## src/rtl/pkt_rx_seq_pkg.sv

```systemverilog
package pkt_rx_seq_pkg;

  typedef enum logic [1:0] {
    TSK_IDLE = 2'b00,
    TSK_LOAD = 2'b01,
    TSK_SRCH = 2'b10,
    TSK_BLK  = 2'b11
  } task_e;

  localparam int SYNC_W    = 16;
  localparam int BYTE_W    = 8;
  localparam int LOAD_BITS = 2;

endpackage

```

## src/rtl/pkt_rx_seq_shreg.sv

```systemverilog
module pkt_rx_seq_shreg #(
  parameter int W = 16
) (
  input  logic         clk,
  input  logic         rst_n,
  input  logic         clr,
  input  logic         en,
  input  logic         din,
  output logic [W-1:0] q,
  output logic [W-1:0] nxt
);

  logic [W-1:0] sh_q;
  logic [W-1:0] sh_d;

  assign nxt = {sh_q[W-2:0], din};
  assign q   = sh_q;

  always_comb begin
    sh_d = sh_q;
    if (clr)     sh_d = '0;
    else if (en) sh_d = nxt;
  end

  always_ff @(posedge clk or negedge rst_n) begin
    if (!rst_n) sh_q <= '0;
    else        sh_q <= sh_d;
  end


  shift_in_chk: assert property (@(posedge clk) disable iff (!rst_n)
    (en && !clr) |=> (sh_q[0] == $past(din)));

endmodule

```

## src/rtl/pkt_rx_seq_bytebuf.sv

```systemverilog
module pkt_rx_seq_bytebuf #(
  parameter int N  = 18,
  parameter int IW = (N > 1) ? $clog2(N) : 1
) (
  input  logic          clk,
  input  logic          rst_n,
  input  logic          we,
  input  logic [IW-1:0] widx,
  input  logic [7:0]    wdata,
  input  logic [IW-1:0] rsel,
  output logic [7:0]    rdata
);

  logic [7:0] mem [N];

  for (genvar i = 0; i < N; i++) begin : g_ent
    always_ff @(posedge clk or negedge rst_n) begin
      if (!rst_n)                        mem[i] <= '0;
      else if (we && widx == IW'(i))     mem[i] <= wdata;
    end
  end

  always_comb begin
    rdata = '0;
    if (int'(rsel) < N) rdata = mem[rsel];
  end


  idx_range_chk: assert property (@(posedge clk) disable iff (!rst_n)
    we |-> (int'(widx) < N));

endmodule

```

## src/rtl/pkt_rx_seq.sv

```systemverilog
module pkt_rx_seq
  import pkt_rx_seq_pkg::*;
#(
  parameter int HEAD_BYTES = 2,
  parameter int BLK_BYTES  = 18,
  parameter int RD_AW      = 5,
  parameter int DATA_BASE  = 8
) (
  input  logic             clk,
  input  logic             rst_n,
  input  logic             wr_en,
  input  logic [1:0]       wr_addr,
  input  logic [7:0]       wr_data,
  input  logic             rd_en,
  input  logic [RD_AW-1:0] rd_addr,
  output logic [7:0]       rd_data,
  input  logic             bit_stb,
  input  logic             rx_bit,
  input  logic             crc_ok,
  output logic             irq_n
);

  localparam int HEAD_BITS = HEAD_BYTES * BYTE_W;
  localparam int BLK_BITS  = BLK_BYTES * BYTE_W;
  localparam int CW        = $clog2(BLK_BITS + 1);
  localparam int HIW       = (HEAD_BYTES > 1) ? $clog2(HEAD_BYTES) : 1;
  localparam int DIW       = (BLK_BYTES > 1) ? $clog2(BLK_BYTES) : 1;
  localparam int FW        = $clog2(SYNC_W + 1);

  task_e          task_q, task_d;
  logic           tx_q, tx_d;
  logic [CW-1:0]  cnt_q, cnt_d;
  logic           hunt_q, hunt_d;
  logic [FW-1:0]  fill_q, fill_d;
  logic           irq_q, irq_d;
  logic           hok_q, hok_d, hcrc_q, hcrc_d, bcrc_q, bcrc_d;
  logic [7:0]     stage_hi_q, stage_lo_q, sync_hi_q, sync_lo_q;

  logic              ctl_wr, stat_rd, adv, in_srch, byte_end, hit;
  logic              head_we, blk_we;
  logic              done_load, done_head, done_blk, done;
  logic [SYNC_W-1:0] sh_q, sh_nxt;
  logic [7:0]        head_rd, blk_rd, status;

  assign ctl_wr   = wr_en && (wr_addr == 2'd0);
  assign stat_rd  = rd_en && (rd_addr == '0);
  assign adv      = bit_stb && !tx_q && (task_q != TSK_IDLE) && !ctl_wr;
  assign in_srch  = (task_q == TSK_SRCH);
  assign byte_end = (cnt_q[2:0] == 3'd7);
  assign hit      = adv && in_srch && hunt_q && (fill_q >= FW'(SYNC_W - 1))
                    && (sh_nxt == {sync_hi_q, sync_lo_q});
  assign head_we  = adv && in_srch && !hunt_q && byte_end;
  assign blk_we   = adv && (task_q == TSK_BLK) && byte_end;

  assign done_load = adv && (task_q == TSK_LOAD) && (cnt_q == CW'(LOAD_BITS - 1));
  assign done_head = adv && in_srch && !hunt_q && (cnt_q == CW'(HEAD_BITS - 1));
  assign done_blk  = adv && (task_q == TSK_BLK) && (cnt_q == CW'(BLK_BITS - 1));
  assign done      = done_load || done_head || done_blk;

  pkt_rx_seq_shreg #(.W(SYNC_W)) u_shreg (
    .clk(clk), .rst_n(rst_n), .clr(ctl_wr), .en(adv), .din(rx_bit),
    .q(sh_q), .nxt(sh_nxt)
  );

  pkt_rx_seq_bytebuf #(.N(HEAD_BYTES), .IW(HIW)) u_headbuf (
    .clk(clk), .rst_n(rst_n), .we(head_we), .widx(HIW'(cnt_q >> 3)),
    .wdata(sh_nxt[7:0]), .rsel(HIW'(rd_addr - RD_AW'(1))), .rdata(head_rd)
  );

  pkt_rx_seq_bytebuf #(.N(BLK_BYTES), .IW(DIW)) u_blkbuf (
    .clk(clk), .rst_n(rst_n), .we(blk_we), .widx(DIW'(cnt_q >> 3)),
    .wdata(sh_nxt[7:0]), .rsel(DIW'(rd_addr - RD_AW'(DATA_BASE))), .rdata(blk_rd)
  );

  // next-state
  always_comb begin
    task_d = task_q;
    tx_d   = tx_q;
    cnt_d  = cnt_q;
    hunt_d = hunt_q;
    fill_d = fill_q;
    hok_d  = hok_q;
    hcrc_d = hcrc_q;
    bcrc_d = bcrc_q;
    irq_d  = irq_q;
    if (ctl_wr) begin
      task_d = task_e'(wr_data[1:0]);
      tx_d   = wr_data[2];
      cnt_d  = '0;
      hunt_d = 1'b1;
      fill_d = '0;
      if (task_e'(wr_data[1:0]) == TSK_SRCH) begin
        hok_d  = 1'b0;
        hcrc_d = 1'b0;
      end
      if (task_e'(wr_data[1:0]) == TSK_BLK) bcrc_d = 1'b0;
    end else if (adv) begin
      if (fill_q != FW'(SYNC_W)) fill_d = fill_q + FW'(1);
      if (hit) begin
        hunt_d = 1'b0;
        cnt_d  = '0;
      end else if (!(in_srch && hunt_q)) begin
        cnt_d = cnt_q + CW'(1);
      end
      if (done) begin
        task_d = TSK_IDLE;
        cnt_d  = '0;
      end
      if (done_head) begin
        hok_d  = 1'b1;
        hcrc_d = crc_ok;
      end
      if (done_blk) bcrc_d = crc_ok;
    end
    if (stat_rd) irq_d = 1'b0;
    if (done)    irq_d = 1'b1;
  end

  // registers
  always_ff @(posedge clk or negedge rst_n) begin
    if (!rst_n) begin
      task_q <= TSK_IDLE;
      tx_q   <= 1'b0;
      cnt_q  <= '0;
      hunt_q <= 1'b1;
      fill_q <= '0;
      hok_q  <= 1'b0;
      hcrc_q <= 1'b0;
      bcrc_q <= 1'b0;
      irq_q  <= 1'b0;
    end else begin
      task_q <= task_d;
      tx_q   <= tx_d;
      cnt_q  <= cnt_d;
      hunt_q <= hunt_d;
      fill_q <= fill_d;
      hok_q  <= hok_d;
      hcrc_q <= hcrc_d;
      bcrc_q <= bcrc_d;
      irq_q  <= irq_d;
    end
  end

  always_ff @(posedge clk or negedge rst_n) begin
    if (!rst_n) begin
      stage_hi_q <= '0;
      stage_lo_q <= '0;
    end else begin
      if (wr_en && wr_addr == 2'd1) stage_hi_q <= wr_data;
      if (wr_en && wr_addr == 2'd2) stage_lo_q <= wr_data;
    end
  end

  always_ff @(posedge clk or negedge rst_n) begin
    if (!rst_n) begin
      sync_hi_q <= '0;
      sync_lo_q <= '0;
    end else if (adv && task_q == TSK_LOAD) begin
      if (cnt_q == '0) sync_hi_q <= stage_hi_q;
      else             sync_lo_q <= stage_lo_q;
    end
  end

  assign status = {irq_q, tx_q, task_q, (task_q != TSK_IDLE), bcrc_q, hcrc_q, hok_q};
  assign irq_n  = ~irq_q;

  always_comb begin
    rd_data = '0;
    if (rd_addr == '0)
      rd_data = status;
    else if (rd_addr <= RD_AW'(HEAD_BYTES))
      rd_data = head_rd;
    else if (rd_addr >= RD_AW'(DATA_BASE) && rd_addr < RD_AW'(DATA_BASE + BLK_BYTES))
      rd_data = blk_rd;
  end


  irq_clr_chk: assert property (@(posedge clk) disable iff (!rst_n)
    (stat_rd && !done) |=> irq_n);


  auto_idle_chk: assert property (@(posedge clk) disable iff (!rst_n)
    done |=> (task_q == TSK_IDLE && !irq_n));


  tx_hold_chk: assert property (@(posedge clk) disable iff (!rst_n)
    (tx_q && !ctl_wr) |=> ($stable(cnt_q) && $stable(task_q)));


  head_irq_chk: assert property (@(posedge clk) disable iff (!rst_n)
    ($fell(irq_n) && $past(task_q) == TSK_SRCH) |-> hok_q);


  load_done_chk: assert property (@(posedge clk) disable iff (!rst_n)
    done_load |=> ({sync_hi_q, sync_lo_q} == $past({sync_hi_q, stage_lo_q})));

endmodule

```

## config.mk

```make
export PLATFORM = sky130hd
export DESIGN_NAME = pkt_rx_seq
export DESIGN_NICKNAME = d
export VERILOG_FILES = /design/src/rtl/pkt_rx_seq_pkg.sv /design/src/rtl/pkt_rx_seq_shreg.sv /design/src/rtl/pkt_rx_seq_bytebuf.sv /design/src/rtl/pkt_rx_seq.sv
export SDC_FILE = /design/constraint.sdc
export NUM_CORES = 1
export LEC_CHECK = 0
export CORE_UTILIZATION = 35
export CTS_CLUSTER_SIZE = 40
export DETAILED_ROUTE_END_ITERATION = 16
export HOLD_SLACK_MARGIN = 0.1
export PLACE_DENSITY_LB_ADDON = 0.15
export RECOVER_POWER = 100
export SYNTH_ARGS = -nofsm -noshare
export SYNTH_HDL_FRONTEND = slang
export SYNTH_SLANG_ARGS = --single-unit
```

## constraint.sdc

```tcl
create_clock -name clk -period 1.9 [get_ports clk]
set_input_delay 0.19 -clock clk [delete_from_list [all_inputs] [get_ports clk]]
set_output_delay 0.19 -clock clk [all_outputs]
set_load 0.03 [all_outputs]
```

**Yosys cells after proc, flatten, opt, wreduce, memory -nomap -nowiden**

Cells that the tools add are included.

- Add/sub/neg operators: 4
- Order comparisons: 7
- Equal/unequal tests: 33
- Mux-type cells: 39
- Bitwise operators: 5
- Reduce and logical (&&, ||, !) cells: 66

Operator list:

| kind | count |
|---|---|
| $mux W8 | 14 |
| $logic_and A1 B1 Y1 | 41 |
| $bmux W8 S5 | 1 |
| $eq A5 B4 Y1 const B | 8 |
| $mux W15 | 2 |
| $eq A5 B3 Y1 const B | 4 |
| $eq A16 B16 Y1 | 1 |
| $mux W1 | 16 |
| $reduce_bool A2 Y1 | 8 |
| $mux W5 | 3 |
| $reduce_and A2 Y1 | 6 |
| $eq A2 B2 Y1 const B | 5 |
| $eq A5 B2 Y1 const B | 2 |
| $eq A5 B5 Y1 const B | 2 |
| $ge A5 B4 Y1 const B | 2 |
| $logic_not A5 Y1 | 2 |
| $lt A5 B5 Y1 const B | 2 |
| $add A8 B1 Y8 const B | 1 |
| $eq A8 B1 Y1 const B | 1 |
| $eq A8 B4 Y1 const B | 1 |
| $eq A8 B8 Y1 const B | 1 |
| $logic_not A8 Y1 | 1 |
| $ge A6 B6 Y1 const B | 1 |
| $mux W2 | 3 |
| other kinds (18) | 26 |

- Register bits: 228
- Input port bits: 22
- Output and inout port bits: 9
- Logic and storage cells: 188

**Depth between registers and ports, before layout**

Gate-level depths: netlist of the first run.

- Word-level depth: 12
- Mapped depth: 8
- Depth with buffers taken out: 7

**By module**

From an unflattened synthesis of the first run, not the netlist that was laid out.

- Cells, all modules: 798
- Area, all modules: 11,066.9 um^2

Modules (own cells, without submodules):

| module | instances | cells each | area an instance (um^2) | seq. area each (um^2) |
|---|---|---|---|---|
| pkt_rx_seq_bytebuf at u_blkbuf | 1 | 423 | 6,675.2 | 3,603.5 |
| pkt_rx_seq | 1 | 263 | 2,874.0 | 1,327.5 |
| pkt_rx_seq_shreg | 1 | 68 | 780.7 | 400.4 |
| pkt_rx_seq_bytebuf at u_headbuf | 1 | 44 | 737.0 | 400.4 |

**Worst setup path after synthesis of the first run**

Ideal clock, no wire load.

- Kind: input -> output
- From: in rd_addr[0]
- To: out rd_data[3]
- Data arrival time: 2.221 ns
- Data required time: 1.710 ns
- Setup slack: -0.511 ns
- Stages on the path: 7
- Path buffers: 2
- Cell sequence: buf_2 > buf_2 > nand2b_1 > a2111oi_0 > o22a_1 > nor3_1 > a221oi_1

- Longest elaborated chain between the ends: 9
- Elaborated cells on any way between the ends: 20
- Classes of those cells: 2 x add/sub; 4 x order compare; 10 x mux; 2 x bitwise; 2 x reduce/logical

RTL lines:

| item | line | text |
|---|---|---|
| from (decl) | pkt_rx_seq.sv:15 | `input logic [RD_AW-1:0] rd_addr,` |
| $sub A5 B4 Y5 | pkt_rx_seq.sv:72 | `.wdata(sh_nxt[7:0]), .rsel(DIW'(rd_addr - RD_AW'(DATA_BASE))), .rdata(blk_rd)` |
| $not A5 Y6 (not written as such) | pkt_rx_seq_bytebuf.sv:25 | `if (int'(rsel) < N) rdata = mem[rsel];` |
| $bmux W8 S5 | pkt_rx_seq_bytebuf.sv:25 |  |
| $mux W8 (not written as such) (2 in series) | pkt_rx_seq_bytebuf.sv:25 |  |
| $mux W8 | pkt_rx_seq_bytebuf.sv:25 |  |
| $mux W8 | pkt_rx_seq.sv:173 | `else if (rd_addr >= RD_AW'(DATA_BASE) && rd_addr < RD_AW'(DATA_BASE + BLK_BYTES))` |
| $mux W8 | pkt_rx_seq.sv:171 | `else if (rd_addr <= RD_AW'(HEAD_BYTES))` |
| $mux W8 * | pkt_rx_seq.sv:169 | `if (rd_addr == '0)` |
| to (decl) | pkt_rx_seq.sv:16 | `output logic [7:0] rd_data,` |

Mark *: on every way between the ends. The rest lies on a longest branch, timed or not. The select of a mux whose other input is x is not followed.

**Final worst setup path of the first run**

- From: reg u_blkbuf.mem[82] (netlist name)
- To: out rd_data[2]

- Longest elaborated chain between the ends: 7

RTL lines:

| item | line | text |
|---|---|---|
| from (decl) | pkt_rx_seq_bytebuf.sv:14 | `logic [7:0] mem [N];` |
| from (signal, indexed assignment) | pkt_rx_seq_bytebuf.sv:19 | `else if (we && widx == IW'(i)) mem[i] <= wdata;` |
| $bmux W8 S5 | pkt_rx_seq_bytebuf.sv:25 |  |
| $mux W8 (not written as such) (2 in series) | pkt_rx_seq_bytebuf.sv:25 |  |
| $mux W8 | pkt_rx_seq_bytebuf.sv:25 |  |
| $mux W8 | pkt_rx_seq.sv:173 |  |
| $mux W8 | pkt_rx_seq.sv:171 |  |
| $mux W8 | pkt_rx_seq.sv:169 |  |

No other way between the ends. The select of a mux whose other input is x is not followed.

==> metrics.txt, run 1 <==
Peak Freq 398 MHz; port bufs 30; worst setup path startpoint u_blkbuf.mem[82]; failing checks max-capacitance violations, max-slew violations, negative setup slack; CP max-delay cell mux4_2; Placer Congestion 0.875; Clock Path Buffers 3; vias in the first global route 8011; Clock Pin Slew Worst Setup and Hold Paths 0.06 ns; first-pass GRT wire length 47800 µm; Worst Reg-to-Reg Cells 9; pre-CTS setup slack -0.738 ns; FILL cells 2563; FF+latch count, synth 228; Post-DRT Antenna Nets 0; die footprint 0.0316 mm²; # DRC 0; Sw Ratio 27.2%; critical path class flop to output pin; vias 7301; fin area 0.0150 mm²; CP Max Fanout 2; Die Ht 178 µm; Peak VDD IR 0.000721 V; CTS Sinks 228; cells after synthesis 808; Non-Filler Instances 1379; die span in x 178 µm; clock share of power 38.9%; CP Depth 6; relative slew slack -5.70%; H-tree levels 1; placed cell count 1309; Post-synth top flop dfrtp_1; largest net degree at the start of global routing 64; Syn. warnings 0; Core Area 0.0300 mm²; RR Startpoint task_q[0]; register area share after synthesis 52.8%; GR Overflow Total 0; Ant. Diodes 0; synth unique cells 51; CTS Buf Count 27; clk_skew 0.0255 ns; worst endpoint required time 1.71 ns; RSZ-0062 raised after global routing true; Area Growth Syn to Fin 39.0%; initial detailed-routing violation count 500; Tightest Hold Check Type primary input to flop; Post-synth ARST share 100%; layout net count 1007; Setup TNS Final -14.89 ns; Worst EP arrival 2.32 ns; NetSw 3.52 mW; Mapped Avg Cell Area 13.4 µm²; final slew viol count 61; Worst setup endpoint rd_data[2]; Syn Nets 841; multi-input logic area 0.00609 mm²; Period minus WS final 2.51 ns; Pre-antenna DRT Iters 4; clk_lat worst skew 0.54 ns; CTS tree built; clock root cell clkbuf_16; Vias/cell 5.29; Util after Layout 50.0%; status finished, violations left; initial antenna violation count 0; CP top delay family multiplexers; CP cell instances mux4_2 -> mux2i_2 -> nor2_2 -> a2111oi_4 -> nor3_2 -> buf_4; initial core utilization 36.0%; Final Cycle Share 132%; Comb pwr share 18.5%; FF/Latch Area 0.00571 mm²; Seq pwr share 42.6%; worst path bufs/invs 1; DR WL/cell 22.0 µm; CP Launch Type flop; layout cell share with drive strength beyond 1 53.9%; area post-placement 0.0128 mm²; final hold vios 0; crit end category output pin; RR Endpoint cnt_q[1]; Ports 31; Post-synth EDFFs 0; total track usage 20.0%; leak pwr 6.78 nW; Mapped Area 0.0108 mm²; PD cells 859 mW/mm²; R2R Setup Slk -0.36 ns; final WL 30400 µm; max cap viols 1; final setup violation count 130; Synth top area share 52.5%; actual slew at the worst max-slew pin 1.59 ns; final worst slack -0.614 ns; post-DP HPWL 20000 µm; Yosys top cell by area dfrtp_1; num rows 63; synth top area cells dfrtp_1, mux2_2, mux4_2; Int Pwr 9.40 mW; biggest cell delay along the critical path 0.50 ns
==> power groups by stage <==
| stage | logic [mW] | clock network (mW) | registers (mW) |
|---|---|---|---|
| final | 2.39 | 5.02 | 5.50 |
| after CTS | 2.19 | 5.16 | 5.48 |
| after global placement | 1.91 | 0 | 5.55 |
| after floorplan | 1.10 | 0 | 5.50 |
| after global routing | 2.60 | 5.35 | 5.55 |
| after detailed placement | 1.98 | 0 | 5.56 |
==> how the worst min path moves through the flow <==
stage               cells after the start       endpoint   from  slack, ns
CTS                                     2  stage_hi_q[4]  rst_n       0.20
global route                            4          irq_q  rd_en       0.28
finish                                  4          irq_q  rd_en       0.28
floorplan                               0         bcrc_q  rst_n      -0.11
global placement                        1  stage_hi_q[4]  rst_n       0.18
detailed placement                      1  stage_hi_q[4]  rst_n       0.18
==> sequential cells by signal, summed over array words and instances (netlist names), 2 cells and up <==
signal         cells
u_shreg.q         15
cnt_q              8
sync_hi_q          8
u_headbuf.mem     16
stage_lo_q         8
stage_hi_q         8
task_q             2
u_blkbuf.mem     144
fill_q             5
sync_lo_q          8
==> synthesized netlist by cell type (3+ instances only) <==
library cell / instances
dfrtp_1: 227
mux2_2: 198
nand2_1: 60
mux4_2: 32
clkbuf_1: 29
nor2_1: 28
nor3_1: 25
mux2i_1: 19
a21oi_1: 17
buf_2: 15
xor2_1: 13
nand3_1: 12
nor2_2: 12
xnor2_1: 12
ha_1: 11
inv_1: 11
a2111oi_0: 9
nand4_1: 9
o21ai_0: 7
nor4_1: 5
a221o_1: 4
and3_1: 4
nand2b_1: 4
nor3_4: 4
or3_1: 4
a22oi_1: 3
o22ai_1: 3
==> through the flow <==
stage | hold slack, ns | power, mW
floorplan | -0.106 | 6.60
global placement | 0.181 | 7.45
detailed placement | 0.183 | 7.54
CTS | 0.200 | 12.8
global route | 0.278 | 13.5
finish | 0.279 | 12.9
==> kinds of logic after synthesis <==
logic type	after synthesis	synth area share, %
mux	251	29.3
flops	228	52.8
simple gates	183	8.99
buf+inv	57	2.15
compound gates	53	3.53
xor+xnor	25	2.02
fa+ha+maj	11	1.27
==> what timing repair did <==
item | in CTS | in global routing
gates cloned | 1 | 0
hold buffers | 1 | 0
gates resized for setup | 201 | 82
setup endpoints to repair | 196 | 194
hold endpoints to repair | 156 | 0
pin swaps | 47 | 26
buffers inserted | 17 | 9
==> cells in the final DEF (no fill, tap or decap), drive strengths merged, types with 9 or more instances in the layout <==
cell type,netlist,layout
nand3,12,12
mux2i,19,19
ha,11,11
dfrtp,227,227
nor2,40,40
clkdlybuf4s50,0,14
mux4,32,32
nand2,60,60
xnor2,12,12
xor2,13,13
a2111oi,10,10
nand4,9,9
clkbuf,29,47
nor3,29,29
inv,11,12
a21oi,17,17
buf,17,156
mux2,200,200
==> final cells by class <==
type | instances | area share [%]
multi-input combinational | 523 | 40.5
sequential | 228 | 38.0
timing repair buffer | 183 | 12.2
clock buffer | 39 | 5.39
tap | 390 | 3.25
clock inverter | 5 | 0.375
inverter | 11 | 0.275
==> tightest hold or removal path, cell delays in order <==
cell and delay, ns:
clkdlybuf4s50_1 0.41, nand2_1 0.06, nand2_1 0.05, nand3_1 0.07
==> routing by layer <==
| layer | vias to the layer above | GRT usage, % | share of wire (%) |
|---|---|---|---|
| met3 | 36 | 3.08 | 3.9 |
| li1 | 3260 | - | - |
| met1 | 3874 | 28.1 | 48 |
| met2 | 131 | 32.3 | 47 |
| met5 | - | 0 | 0 |
| met4 | 0 | 4.56 | 1.6 |
(Power assumes the default switching activity.)
==> inputs of run 2 (changes only) <==
--- a/config.mk
+++ b/config.mk
@@ -5,10 +5,13 @@
 export SDC_FILE = /design/constraint.sdc
 export NUM_CORES = 1
 export LEC_CHECK = 0
+export CORE_ASPECT_RATIO = 0.5
+export CORE_MARGIN = 4
 export CORE_UTILIZATION = 35
 export CTS_CLUSTER_SIZE = 40
 export DETAILED_ROUTE_END_ITERATION = 16
 export HOLD_SLACK_MARGIN = 0.1
+export MAX_ROUTING_LAYER = met4
 export PLACE_DENSITY_LB_ADDON = 0.15
 export RECOVER_POWER = 100
 export SYNTH_ARGS = -nofsm -noshare
==> metrics.txt, run 2 (synthesized netlist as in run 1, its figures left out) <==
most common cell after layout, fill and taps aside dfrtp_1; die span in x 257 µm; Clock Path Buffers 3; final worst slack -0.601 ns; Pre-antenna DRT Iters 4; Seq pwr share 44.6%; Core Area 0.0304 mm²; H-tree levels 1; final setup violation count 91; CP Launch Type flop; CTS Sinks 228; clk_lat worst skew 0.52 ns; CTS tree built; final slew viol count 0; final hold vios 0; Post-DRT Antenna Nets 0; DR WL/cell 21.5 µm; port bufs 30; worst endpoint required time 1.71 ns; first-pass GRT wire length 45700 µm; PD cells 846 mW/mm²; Area Growth Syn to Fin 34.0%; max reg flops 144; clock root cell clkbuf_16; # DRC 0; Most flops, register u_blkbuf.mem; min-delay src wr_data[7]; vias 7173; critical path class flop to output pin; initial core utilization 35.6%; CTS Buf Count 23; Worst EP arrival 2.31 ns; NetSw 3.49 mW; Int Pwr 8.77 mW; vias in the first global route 7667; max cap viols 0; RR Startpoint task_q[0]; Design Power 12.3 mW; Peak Freq 400 MHz; Worst Hold Depth 2; Peak VDD IR 0.000550 V; clk_skew 0.00778 ns; RSZ-0062 raised after global routing true; layout cell share with drive strength beyond 1 52.9%; status finished, violations left; final WL 29700 µm; die footprint 0.0339 mm²; fin area 0.0145 mm²; total track usage 17.7%; Final Cycle Share 132%; Clock Pin Slew Worst Setup and Hold Paths 0.07 ns; R2R Setup Slk -0.31 ns; RR Endpoint cnt_q[3]; area post-placement 0.0128 mm²; Worst Reg-to-Reg Cells 10; Ports 31; Comb pwr share 18.7%; largest net degree at the start of global routing 60; Placer Congestion 0.986; hold worst-path end stage_lo_q[7]; actual slew at the worst max-slew pin 0.865 ns; leak pwr 6.60 nW; layout net count 997; num rows 45; Sw Ratio 28.4%; clock share of power 36.7%; Die Ht 132 µm; most frequent cells in the layout dfrtp_1, mux2_4, buf_4; failing checks negative setup slack; GR Overflow Total 0; Tightest Hold Check Type primary input to flop; CP Max Fanout 2; relative slew slack 42.4%; initial antenna violation count 1; post-DP HPWL 20100 µm; Period minus WS final 2.50 ns; Ant. Diodes 0; crit end category output pin; initial detailed-routing violation count 390; Vias/cell 5.21
run 2: cell type report:
cell class | count | area (µm²)
tap | 399 | 499
timing repair buffer | 177 | 1660
sequential | 228 | 5710
clock inverter | 12 | 105
inverter | 11 | 41.3
multi-input combinational | 523 | 5840
clock buffer | 28 | 634
fill | 2719 | 15900
run 2: repair_timing:
| action | in CTS | in global routing |
|---|---|---|
| pin swaps | 45 | 29 |
| setup buffers | 14 | 12 |
| setup endpoints to repair | 197 | 185 |
| hold endpoints to repair | 227 | 0 |
| hold buffers | 1 | 0 |
| cloned | 1 | 0 |
| resized for setup | 108 | 116 |
run 2: per-stage QoR:
| step | cells | utilization (%) | worst slack, ns | hold WS, ns | setup TNS [ns] |
|---|---|---|---|---|---|
| 6_report | 1378 | 47.7 | -0.601 | 0.318 | -13.78 |
| 5_1_grt | 1378 | 47.7 | -0.678 | 0.316 | -25.42 |
| 4_1_cts | 1368 | 46.5 | -0.621 | 0.138 | -4.62 |
| 3_5_place_dp | 1313 | 42.2 | -0.694 | 0.0869 | -74.18 |
| 3_3_place_gp | 1313 | 42.2 | -0.704 | 0.0913 | -70.40 |
| 2_1_floorplan | 808 | - | -0.149 | -0.106 | -13.49 |
run 2: how the worst max path moves through the flow:
stage,cells past startpoint,from,to
after floorplan,7,cnt_q[0],u_blkbuf.mem[104]
after global placement,9,rd_addr[3],rd_data[3]
after detailed placement,9,rd_addr[3],rd_data[3]
after CTS,5,u_blkbuf.mem[23],rd_data[7]
after global routing,5,u_blkbuf.mem[23],rd_data[7]
final,5,u_blkbuf.mem[23],rd_data[7]
run 2: worst max-delay path, cell delays in order, from the launching register on:
cell	delay, ns
dfrtp_1	0.38
mux4_2	0.49
a221o_1	0.38
a2111oi_4	0.29
a211oi_2	0.07
buf_4	0.18
run 2: power by group through the flow:
stage               logic [mW]  registers, mW  clock network, mW
floorplan                 1.10           5.50                  0
global placement          1.96           5.53                  0
detailed placement        1.99           5.54                  0
CTS                       2.11           5.45               4.64
global route              2.51           5.52               4.83
finish                    2.29           5.47               4.50
run 2: routing by layer:
metal / global-route usage (%) / share of wire (%)
met1: 25.6 / 49
met2: 26.4 / 44
met3: 3.44 / 4.8
met4: 3.42 / 1.9
met5: - / 0
==> inputs of run 3 (changes only) <==
--- a/config.mk
+++ b/config.mk
@@ -5,6 +5,7 @@
 export SDC_FILE = /design/constraint.sdc
 export NUM_CORES = 1
 export LEC_CHECK = 0
+export ABC_CLOCK_PERIOD_IN_PS = 1900
 export CORE_ASPECT_RATIO = 0.5
 export CORE_MARGIN = 4
 export CORE_UTILIZATION = 35
==> results of run 3 <==
No change in the layout: final DEF, timing and power equal those of run 2.
